## config.mk

```make
export PLATFORM = sky130hd
export DESIGN_NAME = rtc_hib_ctrl
export DESIGN_NICKNAME = d
export VERILOG_FILES = /design/src/rtl/rtc_hib_pkg.sv /design/src/rtl/rtc_tick_gen.sv /design/src/rtl/rtc_counter.sv /design/src/rtl/rtc_event_ctrl.sv /design/src/rtl/rtc_ret_mem.sv /design/src/rtl/rtc_hib_ctrl.sv
export SDC_FILE = /design/constraint.sdc
export NUM_CORES = 2
export LEC_CHECK = 0
export BUFFER_PORTS_ARGS = -buffer_cell sky130_fd_sc_hd__buf_2
export CAP_MARGIN = 25
export CORE_UTILIZATION = 47
export CTS_CLUSTER_DIAMETER = 50
export DETAILED_ROUTE_END_ITERATION = 6
export HOLD_SLACK_MARGIN = 0.15
export PLACE_DENSITY = 0.73
export SETUP_SLACK_MARGIN = 0.4
export SLEW_MARGIN = 20
export SYNTH_ARGS = -nofsm -noshare
export SYNTH_HDL_FRONTEND = slang
export SYNTH_SLANG_ARGS = --single-unit
```

## constraint.sdc

```tcl
create_clock -name clk -period 3.68 [get_ports clk]
set_input_delay 0.184 -clock clk [delete_from_list [all_inputs] [get_ports clk]]
set_output_delay 0.184 -clock clk [all_outputs]
set_load 0.02 [all_outputs]
```

## src/rtl/rtc_hib_pkg.sv

```systemverilog
package rtc_hib_pkg;
  localparam int ADDR_W = 12;

  localparam logic [ADDR_W-1:0] OFS_COUNT  = 12'h000;
  localparam logic [ADDR_W-1:0] OFS_MATCH0 = 12'h004;
  localparam logic [ADDR_W-1:0] OFS_MATCH1 = 12'h008;
  localparam logic [ADDR_W-1:0] OFS_LOAD   = 12'h00C;
  localparam logic [ADDR_W-1:0] OFS_CTRL   = 12'h010;
  localparam logic [ADDR_W-1:0] OFS_MASK   = 12'h014;
  localparam logic [ADDR_W-1:0] OFS_STAT   = 12'h018;
  localparam logic [ADDR_W-1:0] OFS_MSTAT  = 12'h01C;
  localparam logic [ADDR_W-1:0] OFS_RET    = 12'h030;

  localparam int CB_RUN    = 0;
  localparam int CB_HIB    = 1;
  localparam int CB_CMODE  = 2;
  localparam int CB_MWAKE  = 3;
  localparam int CB_PWAKE  = 4;
  localparam int CB_CLKEN  = 6;
  localparam logic [31:0] CTRL_WMASK = 32'h0000_005F;

  // Value the counter takes at a tick.
  function automatic logic [31:0] next_count(input logic [31:0] cur,
                                             input logic        ld_pend,
                                             input logic [31:0] ld_val,
                                             input logic        run);
    if (ld_pend)  return ld_val;
    else if (run) return cur + 32'd1;
    else          return cur;
  endfunction

  // True when the address falls on a retention word.
  function automatic logic ret_hit(input logic [ADDR_W-1:0] a, input int words);
    return (a >= OFS_RET) && ({20'd0, a} < ({20'd0, OFS_RET} + 32'(4 * words)))
           && (a[1:0] == 2'b00);
  endfunction

  // Word index of a retention address.
  function automatic logic [ADDR_W-1:0] ret_index(input logic [ADDR_W-1:0] a);
    return (a - OFS_RET) >> 2;
  endfunction
endpackage

```

## src/rtl/rtc_tick_gen.sv

```systemverilog
module rtc_tick_gen #(
  parameter int TICK_DIV = 32768
) (
  input  logic clk,
  input  logic rst_n,
  input  logic run,
  output logic tick_o
);
  localparam int PW = (TICK_DIV > 1) ? $clog2(TICK_DIV) : 1;
  localparam logic [PW-1:0] LAST = PW'(TICK_DIV - 1);

  logic [PW-1:0] pre_q;

  assign tick_o = run && (pre_q == LAST);

  always_ff @(posedge clk or negedge rst_n) begin
    if (!rst_n)      pre_q <= '0;
    else if (!run)   pre_q <= '0;
    else if (tick_o) pre_q <= '0;
    else             pre_q <= pre_q + PW'(1);
  end

  generate
    if (TICK_DIV > 1) begin : g_spacing
      a_r4_tick_spacing: assert property (@(posedge clk) disable iff (!rst_n)
        tick_o |=> !tick_o);
    end
  endgenerate
endmodule

```

## src/rtl/rtc_counter.sv

```systemverilog
module rtc_counter (
  input  logic        clk,
  input  logic        rst_n,
  input  logic        tick,
  input  logic        run,
  input  logic        ld_wr,
  input  logic [31:0] ld_val,
  input  logic [31:0] match0,
  input  logic [31:0] match1,
  output logic [31:0] cnt_o,
  output logic [1:0]  hit_o
);
  import rtc_hib_pkg::*;

  logic        ld_pend_q;
  logic [31:0] cnt_nxt;

  assign cnt_nxt  = next_count(cnt_o, ld_pend_q, ld_val, run);
  assign hit_o[0] = tick && run && (cnt_nxt == match0);
  assign hit_o[1] = tick && run && (cnt_nxt == match1);

  always_ff @(posedge clk or negedge rst_n) begin
    if (!rst_n) begin
      cnt_o     <= '0;
      ld_pend_q <= 1'b0;
    end else begin
      if (tick) cnt_o <= cnt_nxt;
      ld_pend_q <= ld_wr || (ld_pend_q && !tick);
    end
  end

  a_r4_step: assert property (@(posedge clk) disable iff (!rst_n)
    tick && run && !ld_pend_q |=> cnt_o == $past(cnt_o) + 32'd1);
  a_r4_hold: assert property (@(posedge clk) disable iff (!rst_n)
    !tick |=> $stable(cnt_o));
  a_r3_load: assert property (@(posedge clk) disable iff (!rst_n)
    tick && ld_pend_q |=> cnt_o == $past(ld_val));
endmodule

```

## src/rtl/rtc_event_ctrl.sv

```systemverilog
module rtc_event_ctrl #(
  parameter int SYNC_STAGES = 2
) (
  input  logic       clk,
  input  logic       rst_n,
  input  logic [1:0] hit,
  input  logic [1:0] mask,
  input  logic       clr_wr,
  input  logic [1:0] clr_bits,
  input  logic       hib_active,
  input  logic       mwake_en,
  input  logic       pwake_en,
  input  logic       wake_pin_n,
  output logic [1:0] raw_o,
  output logic       irq_o,
  output logic       wake_o
);
  logic [SYNC_STAGES-1:0] sync_q;
  logic                   pin_s;
  logic [1:0]             clr_eff;

  always_ff @(posedge clk or negedge rst_n) begin
    if (!rst_n) sync_q <= '1;
    else        sync_q <= {sync_q[SYNC_STAGES-2:0], wake_pin_n};
  end
  assign pin_s = sync_q[SYNC_STAGES-1];

  assign clr_eff = clr_wr ? clr_bits : 2'b00;

  always_ff @(posedge clk or negedge rst_n) begin
    if (!rst_n) raw_o <= '0;
    else        raw_o <= (raw_o & ~clr_eff) | hit;
  end

  assign irq_o  = |(raw_o & mask);
  assign wake_o = hib_active && ((mwake_en && (|hit)) || (pwake_en && !pin_s));

  a_r5_set0: assert property (@(posedge clk) disable iff (!rst_n) hit[0] |=> raw_o[0]);
  a_r5_set1: assert property (@(posedge clk) disable iff (!rst_n) hit[1] |=> raw_o[1]);
  a_r5_w1c0: assert property (@(posedge clk) disable iff (!rst_n)
    clr_eff[0] && !hit[0] |=> !raw_o[0]);
  a_r5_keep0: assert property (@(posedge clk) disable iff (!rst_n)
    raw_o[0] && !clr_eff[0] |=> raw_o[0]);
  a_r11_no_wake: assert property (@(posedge clk) disable iff (!rst_n)
    !mwake_en && !pwake_en |-> !wake_o);
endmodule

```

## src/rtl/rtc_ret_mem.sv

```systemverilog
module rtc_ret_mem #(
  parameter int WORDS = 64,
  localparam int IW   = (WORDS > 1) ? $clog2(WORDS) : 1
) (
  input  logic          clk,
  input  logic          rst_n,
  input  logic          wr_en,
  input  logic [IW-1:0] widx,
  input  logic [31:0]   wdata,
  input  logic [IW-1:0] ridx,
  output logic [31:0]   rdata
);
  logic [31:0] mem_q [WORDS];

  generate
    for (genvar g = 0; g < WORDS; g++) begin : g_word
      always_ff @(posedge clk or negedge rst_n) begin
        if (!rst_n)                                  mem_q[g] <= '0;
        else if (wr_en && (widx == IW'(g)))          mem_q[g] <= wdata;
      end
      a_r12_retain: assert property (@(posedge clk) disable iff (!rst_n)
        !(wr_en && (widx == IW'(g))) |=> $stable(mem_q[g]));
    end
  endgenerate

  assign rdata = mem_q[ridx];
endmodule

```

## src/rtl/rtc_hib_ctrl.sv

```systemverilog
module rtc_hib_ctrl #(
  parameter int TICK_DIV    = 32768,
  parameter int RET_WORDS   = 64,
  parameter int SYNC_STAGES = 2
) (
  input  logic        clk,
  input  logic        rst_n,
  input  logic        bus_sel,
  input  logic        bus_wr,
  input  logic [11:0] bus_addr,
  input  logic [31:0] bus_wdata,
  output logic [31:0] bus_rdata,
  input  logic        wake_pin_n,
  output logic        hib_req_o,
  output logic        irq_o
);
  import rtc_hib_pkg::*;

  localparam int IW = (RET_WORDS > 1) ? $clog2(RET_WORDS) : 1;

  logic [31:0] match0_q, match1_q, load_q, ctrl_q;
  logic [1:0]  mask_q;
  logic        wr, ctrl_wr, load_wr, stat_wr, ret_wr, ret_sel;
  logic        tick, wake;
  logic [31:0] cnt;
  logic [1:0]  hit, raw;
  logic [IW-1:0] ret_idx;
  logic [31:0] ret_rdata;

  assign wr      = bus_sel && bus_wr;
  assign ctrl_wr = wr && (bus_addr == OFS_CTRL);
  assign load_wr = wr && (bus_addr == OFS_LOAD);
  assign stat_wr = wr && (bus_addr == OFS_STAT);
  assign ret_sel = ret_hit(bus_addr, RET_WORDS);
  assign ret_wr  = wr && ret_sel;
  assign ret_idx = IW'(ret_index(bus_addr));

  always_ff @(posedge clk or negedge rst_n) begin
    if (!rst_n) begin
      match0_q <= '0;
      match1_q <= '0;
      load_q   <= '0;
      mask_q   <= '0;
    end else if (wr) begin
      if (bus_addr == OFS_MATCH0) match0_q <= bus_wdata;
      if (bus_addr == OFS_MATCH1) match1_q <= bus_wdata;
      if (bus_addr == OFS_LOAD)   load_q   <= bus_wdata;
      if (bus_addr == OFS_MASK)   mask_q   <= bus_wdata[1:0];
    end
  end

  // A software write to the control word wins over a wake in the same cycle.
  always_ff @(posedge clk or negedge rst_n) begin
    if (!rst_n)       ctrl_q <= '0;
    else if (ctrl_wr) ctrl_q <= bus_wdata & CTRL_WMASK;
    else if (wake)    ctrl_q[CB_HIB] <= 1'b0;
  end

  assign hib_req_o = ctrl_q[CB_HIB];

  rtc_tick_gen #(.TICK_DIV(TICK_DIV)) i_tick (
    .clk(clk), .rst_n(rst_n), .run(ctrl_q[CB_CLKEN]), .tick_o(tick)
  );

  rtc_counter i_cnt (
    .clk(clk), .rst_n(rst_n), .tick(tick), .run(ctrl_q[CB_RUN]),
    .ld_wr(load_wr), .ld_val(load_q), .match0(match0_q), .match1(match1_q),
    .cnt_o(cnt), .hit_o(hit)
  );

  rtc_event_ctrl #(.SYNC_STAGES(SYNC_STAGES)) i_evt (
    .clk(clk), .rst_n(rst_n), .hit(hit), .mask(mask_q),
    .clr_wr(stat_wr), .clr_bits(bus_wdata[1:0]),
    .hib_active(ctrl_q[CB_HIB]), .mwake_en(ctrl_q[CB_MWAKE]),
    .pwake_en(ctrl_q[CB_PWAKE]), .wake_pin_n(wake_pin_n),
    .raw_o(raw), .irq_o(irq_o), .wake_o(wake)
  );

  rtc_ret_mem #(.WORDS(RET_WORDS)) i_ret (
    .clk(clk), .rst_n(rst_n), .wr_en(ret_wr), .widx(ret_idx),
    .wdata(bus_wdata), .ridx(ret_idx), .rdata(ret_rdata)
  );

  always_comb begin
    bus_rdata = '0;
    if (ret_sel) bus_rdata = ret_rdata;
    else begin
      case (bus_addr)
        OFS_COUNT:  bus_rdata = cnt;
        OFS_MATCH0: bus_rdata = match0_q;
        OFS_MATCH1: bus_rdata = match1_q;
        OFS_LOAD:   bus_rdata = load_q;
        OFS_CTRL:   bus_rdata = ctrl_q;
        OFS_MASK:   bus_rdata = {30'd0, mask_q};
        OFS_STAT:   bus_rdata = {30'd0, raw};
        OFS_MSTAT:  bus_rdata = {30'd0, raw & mask_q};
        default:    bus_rdata = '0;
      endcase
    end
  end

  a_r8_enter: assert property (@(posedge clk) disable iff (!rst_n)
    ctrl_wr && bus_wdata[CB_HIB] |=> hib_req_o);
  a_r8_hold: assert property (@(posedge clk) disable iff (!rst_n)
    hib_req_o && !wake && !ctrl_wr |=> hib_req_o);
  a_r9_wake_drop: assert property (@(posedge clk) disable iff (!rst_n)
    wake && !ctrl_wr |=> !hib_req_o);
  a_r2_reserved_zero: assert property (@(posedge clk) disable iff (!rst_n)
    ctrl_q[5] == 1'b0 && ctrl_q[31:7] == '0);
endmodule

```

==> metrics.txt <==
final-layout setup total negative slack 0 ps; worst reg-to-reg setup slack ~460 ps; crit-path max cell delay around 560 ps; path depth of the worst reg2reg path 11; Syn Std Cell Area 0.103 mm2; ratio of final minimum period to clock period 0.950; CP top delay family multiplexers; number of max-slew violations in the final report 0; Max Clk Rate around 290 MHz; count of flip-flops with a built-in enable after synthesis 0; gpl congestion between 0.9 and 1; endpoints failing hold 0; number of global-route vias before repair about 66000; most common cell type on the critical path mux4_2; Port Buffer Count slightly above 80; Starting Density 0.474; result of the run finished, violations left; Worst Setup Path Type reg -> out; I/O pin cnt 83; sequential fraction of the synthesis area 0.535; clock transition at the registers of the reported paths 60 ps; buffers from clock root to sink, at most 3; clk_lat worst skew around 860 ps; detailed-route vias per instance between 6 and 7; post-synthesis adder-cell area fraction 0.000850; detailed-route via count approximately 62000; buffers and inverters on the worst path 2; half-perimeter wire length after detailed placement 182 mm; leading register cell type out of synthesis dfrtp_1; synthesized instance count just under 7000; launch instance of the worst register-to-register path load_q[25]; number of design rule violations left after detail routing 3; horizontal die dimension ~470 um; total core area 0.217 mm2; number of nets still failing antenna checks after routing 0; failing checks design-rule violations; worst clock skew 21.0 ps; Max-slew headroom 0.337; mux contribution to synthesized area 0.376; number of buffers created by CTS ~220; leakage power of the design about 56 nW; Clock Sink Count 2204; power per standard cell area roughly 430 mW/mm2; Non-Filler Instances between 9000 and 10000; ratio of cells with drive above 1 in the final layout 0.546; Initial DRT Pass Iterations 7; flops & latches, synth ~2200; floorplan row count between 150 and 200; crit path capture bus_rdata[14]; smallest setup slack after layout around 180 ps; largest family of logic cells by synthesized area multiplexers; Peak VDD IR roughly 0.46 mV; # fillers about 17000; area grow syn2layout 15.6%; unrepaired setup endpoints after global routing yes; Warnings, synthesis 0; per-cell routed wire length roughly 30 um; DRC violation total after the first TritonRoute iteration ~6000; arrival time of the worst setup path 3310 ps; kind of capture point of the worst setup path primary output; # nets final slightly below 7000; root buffer cell clkbuf_16; overall global routing resource usage 0.270; area of combinational cells with multiple inputs 0.0464 mm2; share of flip-flops with an asynchronous set or reset 1.00; count of distinct cell types in the synthesized netlist 77; worst flop-to-flop path endpoint i_evt.raw_o[0]; Mapped Nets a little under 7000; Hold/Removal Path Class in -> async; Required @ worst endpoint 3500 ps; launching element of the worst setup path i_ret.mem_q[142]; fraction of synthesized cell area in xor and xnor cells 0.00975; Reg area 0.0552 mm2; Compound-Gate Fraction of Synth Area 0.0237; most common cell after layout, fill and taps aside dfrtp_1; initial antenna violation count 13; sum of overflow across all layers after global routing 0; die boundary height 470 um; H-tree levels 4; Final Power ~51 mW; Setup crit start kind flip-flop; time the final worst path needs with I/O delays and setup approximately 3500 ps; max-capacitance violation count 0; maximum number of pins on one net before global-route repair approximately 130; global-route wire length before repair 445 mm; total wire length 295 mm; highest net fanout along the worst path 2; floorplan die area approximately 0.22 mm2; simple-gate portion of the synthesized area 0.0277; critical path depth in cells 7; final-report setup violation count 0; placed cell count roughly 9400; placement-stage cell area ~0.11 mm2; CTS tree done; Syn Area/Cell 15.2 um2; Tightest Pin Transition slightly below 1000 ps; minimum setup slack after placement -27.4 ps; master of the slowest instance on the critical path mux4_2; top library cells by usage in the layout, fill and taps aside 2192 x dfrtp_1, 2109 x mux2_2, 646 x mux4_2; Finished Cell Area ~0.12 mm2; worst path cell trace mux4_2, mux4_2, mux4_2, nand2_4, o21ai_2, buf_6, buf_6
[worst reg2reg max path, delay by kind of cell, from the launching register on]
| kind | cells | cell delay [ps] |
|---|---|---|
| AO/OA/AOI/OAI | 3 | 780 |
| buffers and inverters | 3 | 500 |
| XOR/XNOR | 1 | 210 |
| AND/OR/NAND/NOR | 4 | 1220 |
| flip-flops | 1 | 440 |
[layout make-up]
class	instances	share of cell area
antenna	2	0.0000420
tap	2854	0.0300
clock inverter	91	0.0110
timing repair buffer	560	0.0515
multi-input combinational	3867	0.389
clock buffer	318	0.0541
sequential	2204	0.463
inverter	27	0.000861
[routing by layer]
| layer | part of all wire | global-route usage |
|---|---|---|
| met1 | 0.42 | 0.378 |
| met2 | 0.48 | 0.427 |
| met3 | 0.069 | 0.0482 |
| met4 | 0.033 | 0.0920 |
| met5 | 0 | 0 |
[registers in the layout, indices dropped and copies added (netlist names), 2 cells and up]
register / flops
ctrl_q: 6
i_cnt.cnt_o: 32
i_evt.raw_o: 2
i_evt.sync_q: 2
i_ret.mem_q: 2048
i_tick.pre_q: 15
load_q: 32
mask_q: 2
match0_q: 32
match1_q: 32
[power by group]
group | total (mW) | internal [mW] | switching (mW)
Clock | 23.9 | 14.1 | 9.83
Sequential | 24.3 | 24.3 | 0.0374
Combinational | 2.55 | 0.759 | 1.80
[synthesized netlist by cell type, types with 54 or more instances]
| cell | number | area share |
|---|---|---|
| nor2_1 | 109 | 0.0040 |
| mux2_2 | 2109 | 0.23 |
| nand3_1 | 66 | 0.0032 |
| a21oi_1 | 57 | 0.0028 |
| buf_2 | 113 | 0.0055 |
| o21ai_0 | 107 | 0.0052 |
| xnor2_1 | 58 | 0.0049 |
| xor2_1 | 54 | 0.0046 |
| nand2_1 | 222 | 0.0081 |
| clkbuf_1 | 498 | 0.018 |
| buf_1 | 67 | 0.0024 |
| dfrtp_1 | 2202 | 0.53 |
| mux4_2 | 646 | 0.14 |
[how the worst min path moves through the flow]
stage          start           endpoint
2_1_floorplan  rst_n          ctrl_q[0]
3_3_place_gp   rst_n    i_cnt.cnt_o[21]
3_5_place_dp   rst_n    i_cnt.cnt_o[31]
4_1_cts        rst_n  i_ret.mem_q[1734]
5_1_grt        rst_n  i_ret.mem_q[1702]
6_report       rst_n  i_ret.mem_q[1923]
[per-stage QoR]
step	util	hold WS [ps]
floorplan	-	-112
global placement	0.504	237
detailed placement	0.505	225
CTS	0.544	176
global route	0.548	212
finish	0.548	187
[cell families after synthesis]
group / count (synthesis)
adders and majority gates: 7
and+or+nand+nor: 589
xor gates and xnor gates: 113
DFF: 2204
buffers and inverters: 706
AOI/OAI and AO/OA: 365
muxes: 2793
[repair_timing]
item,CTS,global route
hold buffers,33,3
setup buffers,7,25
endpoints found under the hold margin,2598,201
pin swaps,13,51
setup endpoints to repair,35,35
gates resized for setup,94,121
gates cloned,1,0
Power figures use the tool's default switching activity.
